==> src/rtl/st_pkg.sv <==
package st_pkg;
    localparam int ADDR_W  = 4;
    localparam int NUM_EVT = 4;

    localparam int EV_PIT = 0;
    localparam int EV_WDT = 1;
    localparam int EV_INC = 2;
    localparam int EV_ALM = 3;

    typedef enum logic [ADDR_W-1:0] {
        A_COUNT  = 4'd0,
        A_PRESC  = 4'd1,
        A_ALARM  = 4'd2,
        A_PERIOD = 4'd3,
        A_STATUS = 4'd4,
        A_MSET   = 4'd5,
        A_MCLR   = 4'd6,
        A_MASK   = 4'd7
    } reg_e;

    typedef enum logic {
        LVL_LOW  = 1'b0,
        LVL_HIGH = 1'b1
    } lvl_e;
endpackage

==> src/rtl/st_slow_edge.sv <==
module st_slow_edge
    import st_pkg::*;
#(
    parameter int SYNC_STAGES = 2
) (
    input  logic clk,
    input  logic rst_n,
    input  logic slow_clk,
    output logic tick
);
    logic [SYNC_STAGES-1:0] sync_q;
    lvl_e state_q, state_d;
    logic level;

    always_ff @(posedge clk or negedge rst_n) begin
        if (!rst_n) sync_q <= '0;
        else        sync_q <= {sync_q[SYNC_STAGES-2:0], slow_clk};
    end

    assign level = sync_q[SYNC_STAGES-1];

    always_ff @(posedge clk or negedge rst_n) begin
        if (!rst_n) state_q <= LVL_LOW;
        else        state_q <= state_d;
    end

    always_comb begin
        state_d = state_q;
        tick    = 1'b0;
        unique case (state_q)
            LVL_LOW: if (level) begin
                state_d = LVL_HIGH;
                tick    = 1'b1;
            end
            LVL_HIGH: if (!level) state_d = LVL_LOW;
        endcase
    end

    // each rising slow edge yields a single tick
    a_r2_tick_single: assert property (@(posedge clk) disable iff (!rst_n)
        tick |=> !tick);
endmodule

==> src/rtl/st_rtc.sv <==
module st_rtc #(
    parameter int CNT_W   = 20,
    parameter int PRE_W   = 16,
    parameter int PRE_RST = 32768
) (
    input  logic             clk,
    input  logic             rst_n,
    input  logic             tick,
    input  logic             presc_wr,
    input  logic [PRE_W-1:0] presc_wdata,
    input  logic             alarm_wr,
    input  logic [CNT_W-1:0] alarm_wdata,
    output logic [CNT_W-1:0] cnt_q,
    output logic [PRE_W-1:0] presc_q,
    output logic [CNT_W-1:0] alarm_q,
    output logic             inc_evt,
    output logic             alm_evt
);
    logic [PRE_W-1:0] phase_q;
    logic [PRE_W-1:0] lim;
    logic [CNT_W-1:0] cnt_nxt;
    logic             step;

    always_comb begin
        lim     = (presc_q == '0) ? PRE_W'(1) : presc_q;
        step    = tick && (({1'b0, phase_q} + (PRE_W+1)'(1)) >= {1'b0, lim});
        cnt_nxt = cnt_q + CNT_W'(1);
        inc_evt = step && !presc_wr;
        alm_evt = inc_evt && (cnt_nxt == alarm_q);
    end

    always_ff @(posedge clk or negedge rst_n) begin
        if (!rst_n) begin
            phase_q <= '0;
            cnt_q   <= '0;
            presc_q <= PRE_W'(PRE_RST);
            alarm_q <= '0;
        end else begin
            if (presc_wr) begin
                presc_q <= presc_wdata;
                phase_q <= '0;
                cnt_q   <= '0;
            end else if (tick) begin
                if (step) begin
                    phase_q <= '0;
                    cnt_q   <= cnt_nxt;
                end else begin
                    phase_q <= phase_q + PRE_W'(1);
                end
            end
            if (alarm_wr) alarm_q <= alarm_wdata;
        end
    end

    // counter holds between ticks
    a_r2_hold: assert property (@(posedge clk) disable iff (!rst_n)
        (!tick && !presc_wr) |=> $stable(cnt_q));
    // prescale write restarts the count
    a_r3_restart: assert property (@(posedge clk) disable iff (!rst_n)
        presc_wr |=> (cnt_q == '0));
    // alarm event lands the counter on the alarm value
    a_r5_alarm_hit: assert property (@(posedge clk) disable iff (!rst_n)
        (alm_evt && !alarm_wr) |=> (cnt_q == alarm_q));
endmodule

==> src/rtl/st_pit.sv <==
module st_pit #(
    parameter int PER_W = 16
) (
    input  logic             clk,
    input  logic             rst_n,
    input  logic             tick,
    input  logic             per_wr,
    input  logic [PER_W-1:0] per_wdata,
    output logic [PER_W-1:0] per_q,
    output logic             pit_evt
);
    logic [PER_W-1:0] pcnt_q;
    logic             reach;

    always_comb begin
        reach   = ({1'b0, pcnt_q} + (PER_W+1)'(1)) >= {1'b0, per_q};
        pit_evt = tick && (per_q != '0) && reach && !per_wr;
    end

    always_ff @(posedge clk or negedge rst_n) begin
        if (!rst_n) begin
            per_q  <= '0;
            pcnt_q <= '0;
        end else if (per_wr) begin
            per_q  <= per_wdata;
            pcnt_q <= '0;
        end else if (tick && per_q != '0) begin
            pcnt_q <= reach ? '0 : pcnt_q + PER_W'(1);
        end
    end

    // interval count stays below a nonzero period
    a_r7_below: assert property (@(posedge clk) disable iff (!rst_n)
        (per_q != '0) |-> (pcnt_q < per_q));
    // an interval event restarts the count
    a_r7_reload: assert property (@(posedge clk) disable iff (!rst_n)
        pit_evt |=> (pcnt_q == '0));
endmodule

==> src/rtl/slow_sys_timer.sv <==
module slow_sys_timer
    import st_pkg::*;
#(
    parameter int CNT_W       = 20,
    parameter int PRE_W       = 16,
    parameter int PRE_RST     = 32768,
    parameter int PER_W       = 16,
    parameter int DW          = 32,
    parameter int SYNC_STAGES = 2
) (
    input  logic              clk,
    input  logic              rst_n,
    input  logic              slow_clk,
    input  logic              wdt_evt,
    input  logic              bus_sel,
    input  logic              bus_wr,
    input  logic [ADDR_W-1:0] bus_addr,
    input  logic [DW-1:0]     bus_wdata,
    output logic [DW-1:0]     bus_rdata,
    output logic              irq
);
    reg_e               addr_e;
    logic               wr_en, rd_en;
    logic               wr_presc, wr_alarm, wr_period, wr_mset, wr_mclr, rd_status;
    logic               tick, inc_evt, alm_evt, pit_evt;
    logic [CNT_W-1:0]   cnt, alarm;
    logic [PRE_W-1:0]   presc;
    logic [PER_W-1:0]   period;
    logic [NUM_EVT-1:0] evt, clr, st_q, mask_q, set_bits, clr_bits;
    logic               wdata_unused;

    assign addr_e       = reg_e'(bus_addr);
    assign wr_en        = bus_sel && bus_wr;
    assign rd_en        = bus_sel && !bus_wr;
    assign wr_presc     = wr_en && (addr_e == A_PRESC);
    assign wr_alarm     = wr_en && (addr_e == A_ALARM);
    assign wr_period    = wr_en && (addr_e == A_PERIOD);
    assign wr_mset      = wr_en && (addr_e == A_MSET);
    assign wr_mclr      = wr_en && (addr_e == A_MCLR);
    assign rd_status    = rd_en && (addr_e == A_STATUS);
    assign wdata_unused = ^bus_wdata;

    st_slow_edge #(.SYNC_STAGES(SYNC_STAGES)) u_edge (
        .clk(clk), .rst_n(rst_n), .slow_clk(slow_clk), .tick(tick));

    st_rtc #(.CNT_W(CNT_W), .PRE_W(PRE_W), .PRE_RST(PRE_RST)) u_rtc (
        .clk(clk), .rst_n(rst_n), .tick(tick),
        .presc_wr(wr_presc), .presc_wdata(bus_wdata[PRE_W-1:0]),
        .alarm_wr(wr_alarm), .alarm_wdata(bus_wdata[CNT_W-1:0]),
        .cnt_q(cnt), .presc_q(presc), .alarm_q(alarm),
        .inc_evt(inc_evt), .alm_evt(alm_evt));

    st_pit #(.PER_W(PER_W)) u_pit (
        .clk(clk), .rst_n(rst_n), .tick(tick),
        .per_wr(wr_period), .per_wdata(bus_wdata[PER_W-1:0]),
        .per_q(period), .pit_evt(pit_evt));

    always_comb begin
        evt         = '0;
        evt[EV_PIT] = pit_evt;
        evt[EV_WDT] = wdt_evt;
        evt[EV_INC] = inc_evt;
        evt[EV_ALM] = alm_evt;
        clr         = rd_status ? '1 : '0;
        if (wr_alarm) clr[EV_ALM] = 1'b1;
        set_bits    = wr_mset ? bus_wdata[NUM_EVT-1:0] : '0;
        clr_bits    = wr_mclr ? bus_wdata[NUM_EVT-1:0] : '0;
    end

    always_ff @(posedge clk or negedge rst_n) begin
        if (!rst_n) begin
            st_q   <= '0;
            mask_q <= '0;
        end else begin
            st_q   <= (st_q & ~clr) | evt;
            mask_q <= (mask_q | set_bits) & ~clr_bits;
        end
    end

    assign irq = |(st_q & mask_q);

    always_comb begin
        case (addr_e)
            A_COUNT:  bus_rdata = DW'(cnt);
            A_PRESC:  bus_rdata = DW'(presc);
            A_ALARM:  bus_rdata = DW'(alarm);
            A_PERIOD: bus_rdata = DW'(period);
            A_STATUS: bus_rdata = DW'(st_q);
            A_MASK:   bus_rdata = DW'(mask_q);
            default:  bus_rdata = '0;
        endcase
    end

    // pending bits survive until a clearing access
    a_r9_sticky: assert property (@(posedge clk) disable iff (!rst_n)
        (!rd_status && !wr_alarm) |=> ((st_q & $past(st_q)) == $past(st_q)));
    // an event in a clearing cycle wins
    a_r9_event_wins: assert property (@(posedge clk) disable iff (!rst_n)
        (evt != '0) |=> ((st_q & $past(evt)) == $past(evt)));
    // alarm write drops a pending alarm bit
    a_r6_alarm_clear: assert property (@(posedge clk) disable iff (!rst_n)
        (wr_alarm && !alm_evt) |=> !st_q[EV_ALM]);
    // interrupt falls after a status read with no new event
    a_r11_irq_clears: assert property (@(posedge clk) disable iff (!rst_n)
        (rd_status && evt == '0) |=> !irq);
    // set strobe raises the written mask bits
    a_r10_mask_set: assert property (@(posedge clk) disable iff (!rst_n)
        wr_mset |=> ((mask_q & $past(bus_wdata[NUM_EVT-1:0])) == $past(bus_wdata[NUM_EVT-1:0])));
    // clear strobe drops the written mask bits
    a_r10_mask_clr: assert property (@(posedge clk) disable iff (!rst_n)
        wr_mclr |=> ((mask_q & $past(bus_wdata[NUM_EVT-1:0])) == '0));
endmodule

==> config.mk <==
export PLATFORM = sky130hd
export DESIGN_NAME = slow_sys_timer
export DESIGN_NICKNAME = d
export VERILOG_FILES = /design/src/rtl/st_pkg.sv /design/src/rtl/st_slow_edge.sv /design/src/rtl/st_rtc.sv /design/src/rtl/st_pit.sv /design/src/rtl/slow_sys_timer.sv
export SDC_FILE = /design/constraint.sdc
export NUM_CORES = 1
export LEC_CHECK = 0
export CAP_MARGIN = 20
export CORE_MARGIN = 2
export CORE_UTILIZATION = 40
export CTS_CLUSTER_DIAMETER = 60
export DETAILED_ROUTE_END_ITERATION = 10
export GPL_TIMING_DRIVEN = 0
export PLACE_DENSITY_LB_ADDON = 0.3
export SYNTH_ARGS = -nofsm -noshare
export SYNTH_HDL_FRONTEND = slang
export SYNTH_SLANG_ARGS = --single-unit
==> constraint.sdc <==
create_clock -name clk -period 7.82 [get_ports clk]
set_clock_uncertainty 0.2 [all_clocks]
set_input_delay 0.782 -clock clk [delete_from_list [all_inputs] [get_ports clk]]
set_output_delay 0.782 -clock clk [all_outputs]
set_load 0.01 [all_outputs]
; ---- Word-level counts from Yosys, hierarchy flattened
; Cells that the tools add are included.
[totals]
wordCells = 74
regBits = 115
out_inout_bits = 33
inputBits = 42
[op_classes]
order_cmp = 2
n_eq_ne = 8
addsub = 5
muxes = 17
bitwise_logic = 7
n_reduce_logical = 25
[ops]
columns = cell, count
row1 = 20-bit case mux with 6 select lines, 1
row2 = 16-bit 2-to-1 mux, 7
row3 = 20-bit 2-to-1 mux, 3
row4 = "16-bit by 1-bit adder with 17-bit output, second input constant", 2
row5 = 17-bit by 16-bit greater-or-equal comparator with 1-bit output, 2
row6 = "16-bit by 1-bit adder with 16-bit output, second input constant", 2
row7 = "20-bit by 1-bit adder with 20-bit output, second input constant", 1
row8 = 20-bit == test, 1
row9 = "4-bit by 3-bit == test with 1-bit output, second input constant", 4
row10 = 16-bit zero test, 1
row11 = 16-bit nonzero test, 1
row12 = 1-bit logical AND, 14
row13 = 4-bit bitwise AND, 3
row14 = 4-bit 2-to-1 mux, 3
row15 = "4-bit by 2-bit == test with 1-bit output, second input constant", 2
row16 = 4-bit inverter, 2
row17 = 4-bit bitwise OR, 2
row18 = 2-bit nonzero test, 3
row19 = "4-bit by 1-bit == test with 1-bit output, second input constant", 1
row20 = 4-bit zero test, 1
row21 = 4-bit OR reduction, 1
row22 = 1-bit zero test, 3
row23 = 1-bit 2-to-1 mux, 3
row24 = 2-bit AND reduction, 1

; ---- Logic depth before layout (Yosys ltp)
; Gate-level depths: netlist (run 1).
[logic_depth]
depth_word = 8
mapped_depth = 16
ltp_nobuf = 14

; ---- Hierarchy
; A second synthesis (run 1) with hierarchy kept.
[hier_totals]
cells_unflattened = 828
area_unflattened_um2 = 7626.1
[by_module_without_submodules]
columns = mod, area_per_inst_um2, seq_area_each_um2, instances, cells_each
row1 = st_rtc, 4369.2, 1803.0, 1, 482
row2 = st_pit, 2044.5, 800.8, 1, 212
row3 = slow_sys_timer, 1123.6, 200.2, 1, 130
row4 = st_slow_edge, 88.8, 75.1, 1, 4

; ---- Worst setup path after synthesis (run 1)
; No wires, ideal clock.
[synth_timing]
path_type = register -> register
startpoint = register u_rtc.phase_q[0]
endpoint = register u_rtc.phase_q[8]
setup_slack_ns = 4.350
period_less_slack_ns = 3.470
n_path_buf = 3
path_stages_with_launch = 16
arrival_ns = 3.191
setup_ns = 0.078
required_ns = 7.542
path_cell_list = dfrtp_1 -> ha_1 -> nand4_4 -> or3_1 -> buf_6 -> nor2_1 -> xor2_1 -> ha_1 -> a21o_1 -> a21oi_1 -> o211a_4 -> and2_1 -> buf_2 -> buf_2 -> o21ai_0 -> a21oi_1
[synth_between]
elab_chain_len = 6
word_cells_on_any_way = 7
cone_classes = add/sub (2) / order compare (1) / mux (3) / reduce/logical (1)
[synth_lines]
columns = element, line
row1 = "start, declared", st_rtc.sv:19  ; logic [PRE_W-1:0] phase_q;
row2 = "start signal, assigned", st_rtc.sv:48  ; phase_q <= phase_q + PRE_W'(1);
row3 = 16-bit by 1-bit adder with 17-bit output, st_rtc.sv:26  ; step = tick && (({1'b0, phase_q} + (PRE_W+1)'(1)) >= {1'b0, lim});
row4 = 17-bit by 16-bit greater-or-equal comparator with 1-bit output, st_rtc.sv:26
row5 = 1-bit logical AND, st_rtc.sv:26
row6 = 16-bit 2-to-1 mux (*), st_rtc.sv:44  ; if (step) begin
row7 = 16-bit 2-to-1 mux (*), st_rtc.sv:43  ; end else if (tick) begin
row8 = 16-bit 2-to-1 mux (*), st_rtc.sv:39  ; if (presc_wr) begin
; Every way passes the cells marked *; elsewhere a longest branch is shown, timed or not. The select of a mux whose other input is x is not followed.
; A chain may end at the register's enable or synchronous reset.

; ---- Worst setup path in the final report (run 1)
[layout_timing]
startpoint = input bus_addr[1]
endpoint = output bus_rdata[4]
[layout_between]
elab_chain_len = 2
word_cells_on_any_way = 7
cone_classes = eq/ne (5) / mux (1) / reduce/logical (1)
[layout_lines]
columns = element, line
row1 = "start, declared", slow_sys_timer.sv:17  ; input logic [ADDR_W-1:0] bus_addr,
row2 = "4-bit by 3-bit == test with 1-bit output, or another cell as far along", slow_sys_timer.sv:83  ; case (addr_e)
row3 = 20-bit case mux with 6 select lines (*), slow_sys_timer.sv:83
row4 = "end, declared", slow_sys_timer.sv:19  ; output logic [DW-1:0] bus_rdata,
; Every way passes the cells marked *; elsewhere a longest branch is shown, timed or not.

==> results of run 1 <==
Yosys cell counts (2+ instances only):
master	number
a22o_1	4
o211ai_1	3
o311ai_0	2
nor2_1	41
or3_1	4
a21oi_1	38
clkbuf_1	34
o21ai_0	44
mux2i_1	5
nand3_1	38
a21o_1	11
a22oi_1	33
o21a_1	3
buf_4	13
a31oi_1	4
a211oi_2	10
mux2_2	21
and3_1	8
and4_1	3
nand4_1	27
buf_1	5
xnor2_1	56
nand2b_1	10
nor2_2	2
a221oi_1	2
inv_1	33
a31o_2	2
ha_1	35
nand2_1	115
and2_1	5
or2_2	4
dfrtp_1	114
xor2_1	17
a2111oi_2	2
nor2b_1	8
buf_2	7
nor3_1	18
buf_6	2
nand3b_1	2
a211oi_1	2
nor4_1	16
a32o_1	5
cell type report:
type / count / area (um^2) / area share, %
multi-input combinational: 633 / 4180 / 46.6
inverter: 33 / 124 / 1.38
clock buffer: 23 / 488 / 5.44
sequential: 115 / 2880 / 32.1
clock inverter: 9 / 174 / 1.94
tap: 229 / 287 / 3.20
buffer: 62 / 307 / 3.42
timing repair buffer: 51 / 529 / 5.90
cells by family (layout without fill, tap and decap cells):
family | Yosys count | count (layout) | share of synthesized area, %
and+or+nand+nor | 309 | 309 | 20.3
AOI/OAI and AO/OA | 178 | 178 | 16.8
DFF | 115 | 115 | 38.7
buffers and inverters | 95 | 178 | 5.78
xor gates and xnor gates | 73 | 73 | 8.59
adders and majority gates | 35 | 35 | 5.88
muxes | 26 | 26 | 3.85
other | 1 | 12 | 0.0504
how the worst min path moves through the flow:
stage	endpoint	cells past startpoint
floorplan	u_edge.sync_q[1]	0
global placement	u_edge.sync_q[1]	0
detailed placement	u_edge.sync_q[1]	0
CTS	u_rtc.phase_q[14]	1
global route	u_rtc.phase_q[14]	1
finish	u_rtc.phase_q[14]	1
routing by layer:
| metal | global-route usage [%] | up-vias |
|---|---|---|
| met2 | 35.9 | 234 |
| met4 | 7.66 | 0 |
| met1 | 30.0 | 3183 |
| met3 | 4.41 | 36 |
| met5 | 0 | - |
| li1 | - | 3103 |
through the flow:
stage | setup WS, ns | utilization, % | power (mW) | hold slack [ns]
floorplan | 4.35 | - | 1.35 | 0.131
global placement | 1.04 | 45.7 | 1.56 | 0.139
detailed placement | 3.20 | 45.9 | 1.58 | 0.141
CTS | 3.20 | 49.6 | 2.47 | 0.113
global route | 2.99 | 49.6 | 2.61 | 0.133
finish | 3.19 | 49.6 | 2.47 | 0.0987
registers in the layout, summed over array words and instances, names as in the netlist:
name	count
u_pit.pcnt_q	16
u_rtc.presc_q	16
u_rtc.phase_q	16
u_pit.per_q	16
mask_q	4
u_edge.state_q	1
u_rtc.cnt_q	20
u_edge.sync_q	2
st_q	4
u_rtc.alarm_q	20
power by group:
| group | total, mW | leakage [nW] | switching, mW | internal, mW |
|---|---|---|---|---|
| Combinational | 0.720 | 2.11 | 0.405 | 0.315 |
| Clock | 0.878 | 0.327 | 0.280 | 0.598 |
| Sequential | 0.871 | 1.41 | 0.145 | 0.726 |
| Total | 2.47 | 3.85 | 0.830 | 1.64 |
==> out/results.txt, run 1 <==
The area enclosed by the die boundary is 0.0197 mm^2, and the global-route wire length before repair is 34.4 mm. Setup repair after global routing left no endpoint under its margin. Family of cells with the greatest summed delay on the critical path: buffers and inverters. The run gives 0 ns as the final setup TNS. Source of the worst register-to-register timing path: u_pit.pcnt_q[2]. The tools report the number of max-slew violations in the final report as 0. The critical path goes through clkdlybuf4s50_1, clkbuf_1, nor4_2, clkbuf_1, a22oi_1, nand2_1, clkdlybuf4s50_1. The synthesis-stage register bit count works out to 115. The core box area came out at 0.0181 mm^2.

After detailed routing, the number of remaining DRC violations is 0. The congestion estimate from routability-driven global placement came to 0.912. The worst register-to-register path has a depth of 14. After synthesis, the cell types taking the most area are dfrtp_1 38%, xnor2_1 6.6%, ha_1 5.9%, nand2_1 5.8%, a22oi_1 3.3%. The biggest cell delay along the critical path came out at 0.89 ns. The number of warnings reported in the yosys synthesis log came out at 0. In the final routing, the length of wire on met1 measures 9.52 mm. The flow ran to the end, and the final reports show no timing, DRC or antenna violations.

The cell type of the slowest stage on the worst timing path was nor4_2. For this run, the post-layout net count is 990. The clock drives 115 sinks. The number of global-route vias before repair is 6360, and the post-CTS clock slew at the launch and capture registers of the worst setup and hold paths is 0.05 ns. Static timing analysis puts the maximum clock frequency at 0.216 GHz.

The top cell types in the final layout, fill and taps aside, are 115 x nand2_1, 114 x dfrtp_1, 56 x xnor2_1. The detailed router finished its first iteration with 587 violations. The initial core utilization was 41.1%; the instance area at placement was 0.00831 mm^2.

Subtracting the final worst setup slack from the clock period gives 4.63 ns. Yosys mapped a number of flops with a built-in enable equal to 0. Type of element launching the critical path: a primary input. The routed design has 21.4 mm of wire.

Worst IR drop on VDD: 0.168 mV. The worst setup path is captured at an output port. The number of antenna violations at the first check in global routing was 0. The run gives 4 as the H-tree depth.

Last element of the critical path: bus_rdata[4]. Cells with a size suffix above 1 make up 11.2% of the layout. Entering global routing, the biggest net connects 72 pins.

The synthesis-to-layout area growth was 20.5%. The top fanout value on the critical path was 10; the maximum root-to-sink buffer count was 2. In the final routed layout, each cell accounts on average for 18.5 um. Post-CTS repair changed the size of 0 cells. The async set or reset register ratio after synthesis was 100%; the area share of the leading cell type in the synthesized netlist was 38.3%. Worst path buffer plus inverter count: 4. During placement, the flow inserted port buffers numbering 50. The flop-to-flop setup slack is 3.67 ns. The number of standard cells in the final layout excluding fillers was 1155. CTS placed an instance of clkbuf_16 at the clock tree root.

Final setup violation count: 0. For this block, the via count after detailed routing is 6556. The number of fillers in the final layout was 1706. For the worst setup path, the data required time is 6.84 ns. The type of the setup path with the least slack is in2out. After global routing the overflow that remains totals 0. The slew of the pin with the lowest slew margin was 0.961 ns.

The average via count per standard cell is 5.68. The logs give 0.00897 mm^2 for the cell area after layout and 75 for the number of top-level pins. The logs give 15.8 mm for the half-perimeter wire length after placement and 22.3% for the total global routing track utilization. The logs give 6 for the number of search-and-repair iterations in the first detailed-routing pass and 1.26 mm for the met3 wirelength from detailed routing. TritonCTS built the clock tree.

The post-synthesis area per instance was 8.94 um^2. In this run the critical register-to-register path is captured at u_pit.pcnt_q[14]. The initialized floorplan defines 49 standard-cell rows. The tools report the start point of the critical path as bus_addr[1]. The leakage power is 3.85 nW. The uppermost layer routed is met4. In the synthesized netlist the dominant register cell turns out to be dfrtp_1. After clock tree synthesis, the setup repair step added 0 buffers. The logs give 10.1 mm for the detailed-routed wire length on met2 and 0 for the count of inserted antenna diode cells. The total power density per cell area works out to 275 mW/mm^2.

The post-detailed-route count of antenna-violating nets is 0, and the die width is 140 um. The cell count after placement came out at 1123. Buffers inserted to repair hold after CTS numbered 0. The run gives 0 as the final count of hold timing violations. The cell type contributing the most total cell area after synthesis was dfrtp_1. The height of the die was 140 um; the number of logic stages on the critical path including buffering was 7.

In this run the tightest slew margin relative to its limit is 35.4%. TritonCTS buffer count: 17. For the synthesized cell area, the log shows 0.00744 mm^2.

The tools report the number of library cell types mapped by synthesis as 66. Dividing the final minimum period by the clock period gives 59.2%. Summing the sequential cell areas from Yosys gives 38.7% of the chip area.

The tightest min-delay check is of the in2async type. For the worst setup path, the data arrival time is 3.65 ns. The tool flagged a number of max-cap violations equal to 0. The run gives 832 as the synthesized netlist cell count. Leaving out fill and tap cells, the most frequent cell in the layout is nand2_1. The run gives 0.41 ns as the latest clock arrival within the worst-skew pair.
No activity file was read; power rests on OpenSTA's default activity.
==> run 2: changes to the inputs <==
==> constraint.sdc (replaced) <==
create_clock -name clk -period 3.77 [get_ports clk]
set_clock_uncertainty 0.2 [all_clocks]
set_input_delay 0.377 -clock clk [delete_from_list [all_inputs] [get_ports clk]]
set_output_delay 0.377 -clock clk [all_outputs]
set_load 0.01 [all_outputs]
==> out/results.txt, run 2 (synthesized netlist as in run 1, its figures left out) <==
The flow ran to the end, and the final reports show no timing, DRC or antenna violations. The tools report the instance area at placement as 0.00831 mm^2 (unchanged). For the post-detailed-route count of antenna-violating nets, the log shows 0 (unchanged). Commonest non-fill, non-tap cells in the layout: 115 x nand2_1, 113 x dfrtp_1, 56 x xnor2_1 (was 115 x nand2_1, 114 x dfrtp_1, 56 x xnor2_1). The pin count of the biggest net entering global routing was 72 (unchanged). The logs give 0.0197 mm^2 (unchanged) for the area enclosed by the die boundary and 0 (unchanged) for the max-capacitance violation count. The maximum root-to-sink buffer count is 2 (unchanged), and the required time at the endpoint of the critical path is 3.90 ns (was 6.84 ns). The logs give 1.18 mm (was 1.26 mm) for the met3 wirelength from detailed routing and 1163 (was 1155) for the number of standard cells in the final layout excluding fillers.

The synthesis-to-layout area growth is 22.6% (was 20.5%), and the shortest period the worst path allows is 3.61 ns. The top fanout value on the critical path is 9 (was 10). The worst min-delay path startpoint was u_edge.sync_q[0]. The average via count per standard cell is 5.69 (was 5.68), and the post-route total power is 5.19 mW (was 2.47 mW). Start point of the critical path: u_pit.pcnt_q[2] (was bus_addr[1]). The run gives 0 (unchanged) as the final setup violation count.

TritonCTS built the clock tree. Largest registers: u_rtc.alarm_q: 20 flops, u_rtc.cnt_q: 20 flops (unchanged). The type of element launching the critical path is a flip-flop (was a primary input). The run gives 1123 (unchanged) as the cell count after placement. The half-perimeter wire length after placement was 15.8 mm (unchanged); the critical path arrival was 3.74 ns (was 3.65 ns). The type of the setup path with the least slack is reg2reg (was in2out). The initial core utilization was 41.1% (unchanged); the number of clock sinks was 115 (unchanged).

The uppermost layer routed was met4 (unchanged). The H-tree depth is 4 (unchanged). The most frequent standard cell in the layout excluding fill and tap cells is nand2_1 (unchanged). The source of the worst register-to-register timing path was u_pit.pcnt_q[2] (unchanged). The total number of placement rows came out at 49 (unchanged). The logs give 1695 (was 1706) for the number of fillers in the final layout and 6377 (was 6360) for the number of global-route vias before repair.

The clock tree root buffer cell was clkbuf_16 (unchanged). The average detailed-routed wire length per instance was 18.6 um (was 18.5 um); the post-route clock period utilization was 95.8%. For the latest clock arrival within the worst-skew pair, the log shows 0.42 ns (was 0.41 ns). The run gives 0.0181 mm^2 (unchanged) as the core box area.

The critical path capture point type was a flip-flop (was an output port). The number of buffers inserted by port buffering is 50 (unchanged), and the number of max-slew violations in the final report is 0 (unchanged). The run gives 3.90 nW (was 3.85 nW) as the leakage power.

The worst path setup slack after routing is 0.157 ns (was 3.19 ns), and the number of antenna violations at the first check in global routing is 0 (unchanged). The class of the tightest hold or removal check is reg2reg (was in2async). The total via count after detailed routing is 6623 (was 6556).

Worst IR drop on VDD: 0.353 mV (was 0.168 mV). The cell area after layout is 0.00912 mm^2 (was 0.00897 mm^2), and the number of top-level pins is 75 (unchanged). The headroom to the max-slew limit was 44.7% (was 35.4%); the post-CTS clock slew at the launch and capture registers of the worst setup and hold paths was 0.05 ns (about the same).

The die width was 140 um (unchanged). For the number of search-and-repair iterations in the first detailed-routing pass, the log shows 5 (was 6). The logs give -0.312 ns (was 3.20 ns) for the post-placement worst setup slack and 0.912 (unchanged) for the final weighted congestion of routability-driven global placement. The height of the die works out to 140 um (unchanged).

For this run, the top clock speed supported by timing is 0.277 GHz. The detailed-routed wire length on met2 is 10.2 mm (was 10.1 mm), and the total power density per cell area is 569 mW/mm^2 (was 275 mW/mm^2). The worst hold slack is 0.150 ns (was 0.0987 ns), and the number of violations reported at the end of detailed-routing iteration 0 is 496 (was 587). The TritonCTS buffer count was 17 (unchanged). The fraction of final layout cells with drive strength greater than 1 is 13.3% (was 11.2%), and the post-detailed-routing wire length is 21.6 mm (was 21.4 mm).

The count of inserted antenna diode cells came out at 0 (unchanged). The detailed-route DRC error count is 0 (unchanged), and the count of nets after finishing is 998 (was 990). The detailed-route wire length on metal 1 is 9.73 mm (was 9.52 mm), and the total global routing track utilization is 22.3% (about the same).

The run gives 34.5 mm (was 34.4 mm) as the global-route wire length before repair. The total congestion overflow after global routing is 0 (unchanged), and the final count of hold timing violations is 0 (unchanged). Slew of the pin with the lowest slew margin: 0.830 ns (was 0.961 ns).
-- run 2: cell type report --
type	instances	area (um^2)	area share [%]
Buffer	62	322	3.52
Clock buffer	23	488	5.35
Clock inverter	9	174	1.91
Inverter	33	124	1.36
Multi-Input combinational cell	633	4260	46.7
Sequential cell	115	2880	31.6
Tap cell	229	287	3.14
Timing Repair Buffer	59	592	6.49
-- run 2: path summary, 6_finish.rpt --
kind	slack (ns)	depth (start not counted)	end
min reg2reg	0.15	0	u_edge.sync_q[1]
min	0.15	0	u_edge.sync_q[1]
max reg2reg	0.16	14	u_pit.pcnt_q[14]
max in group asynchronous	2.39	3	u_pit.pcnt_q[0]
max	0.16	14	u_pit.pcnt_q[14]
min in group asynchronous	0.26	2	u_rtc.phase_q[14]
-- run 2: timing repair --
action                                  4_1_cts  5_1_grt
gates resized for setup                      10       15
hold buffers                                  1        0
pin swaps                                     0        2
endpoints found under the hold margin        43        0
buffers inserted                              0        7
endpoints found under the setup margin       40       45
-- run 2: through the flow --
stage / utilization, % / TNS (ns)
after floorplan: - / 0
after global placement: 45.7 / -305.38
after detailed placement: 45.9 / -5.43
after CTS: 49.9 / 0
after global routing: 50.4 / -0.0202
final: 50.4 / 0
-- run 2: routing by layer --
| layer | GRT usage, % | vias up |
|---|---|---|
| met2 | 36.0 | 233 |
| met5 | 0 | - |
| li1 | - | 3119 |
| met3 | 4.41 | 41 |
| met1 | 30.0 | 3230 |
| met4 | 7.66 | 0 |
-- run 2: critical path, cell delays in order, from the launching register on --
cell      delay, ns
dfrtp_1        0.41
and3_1         0.23
and3_1         0.20
and2_2         0.22
nand4_1        0.12
or3_1          0.34
nand2_1        0.09
ha_1           0.24
nand4_1        0.15
nor4_1         0.08
a311o_1        0.40
nor2_4         0.26
nand3_4        0.15
or3_1          0.33
o211ai_1       0.09
-- run 2: power breakdown --
| part | switching (mW) | internal, mW | total [mW] |
|---|---|---|---|
| combinational | 0.856 | 0.692 | 1.55 |
| clock | 0.584 | 1.24 | 1.82 |
| sequential | 0.308 | 1.51 | 1.81 |
| total | 1.75 | 3.44 | 5.19 |
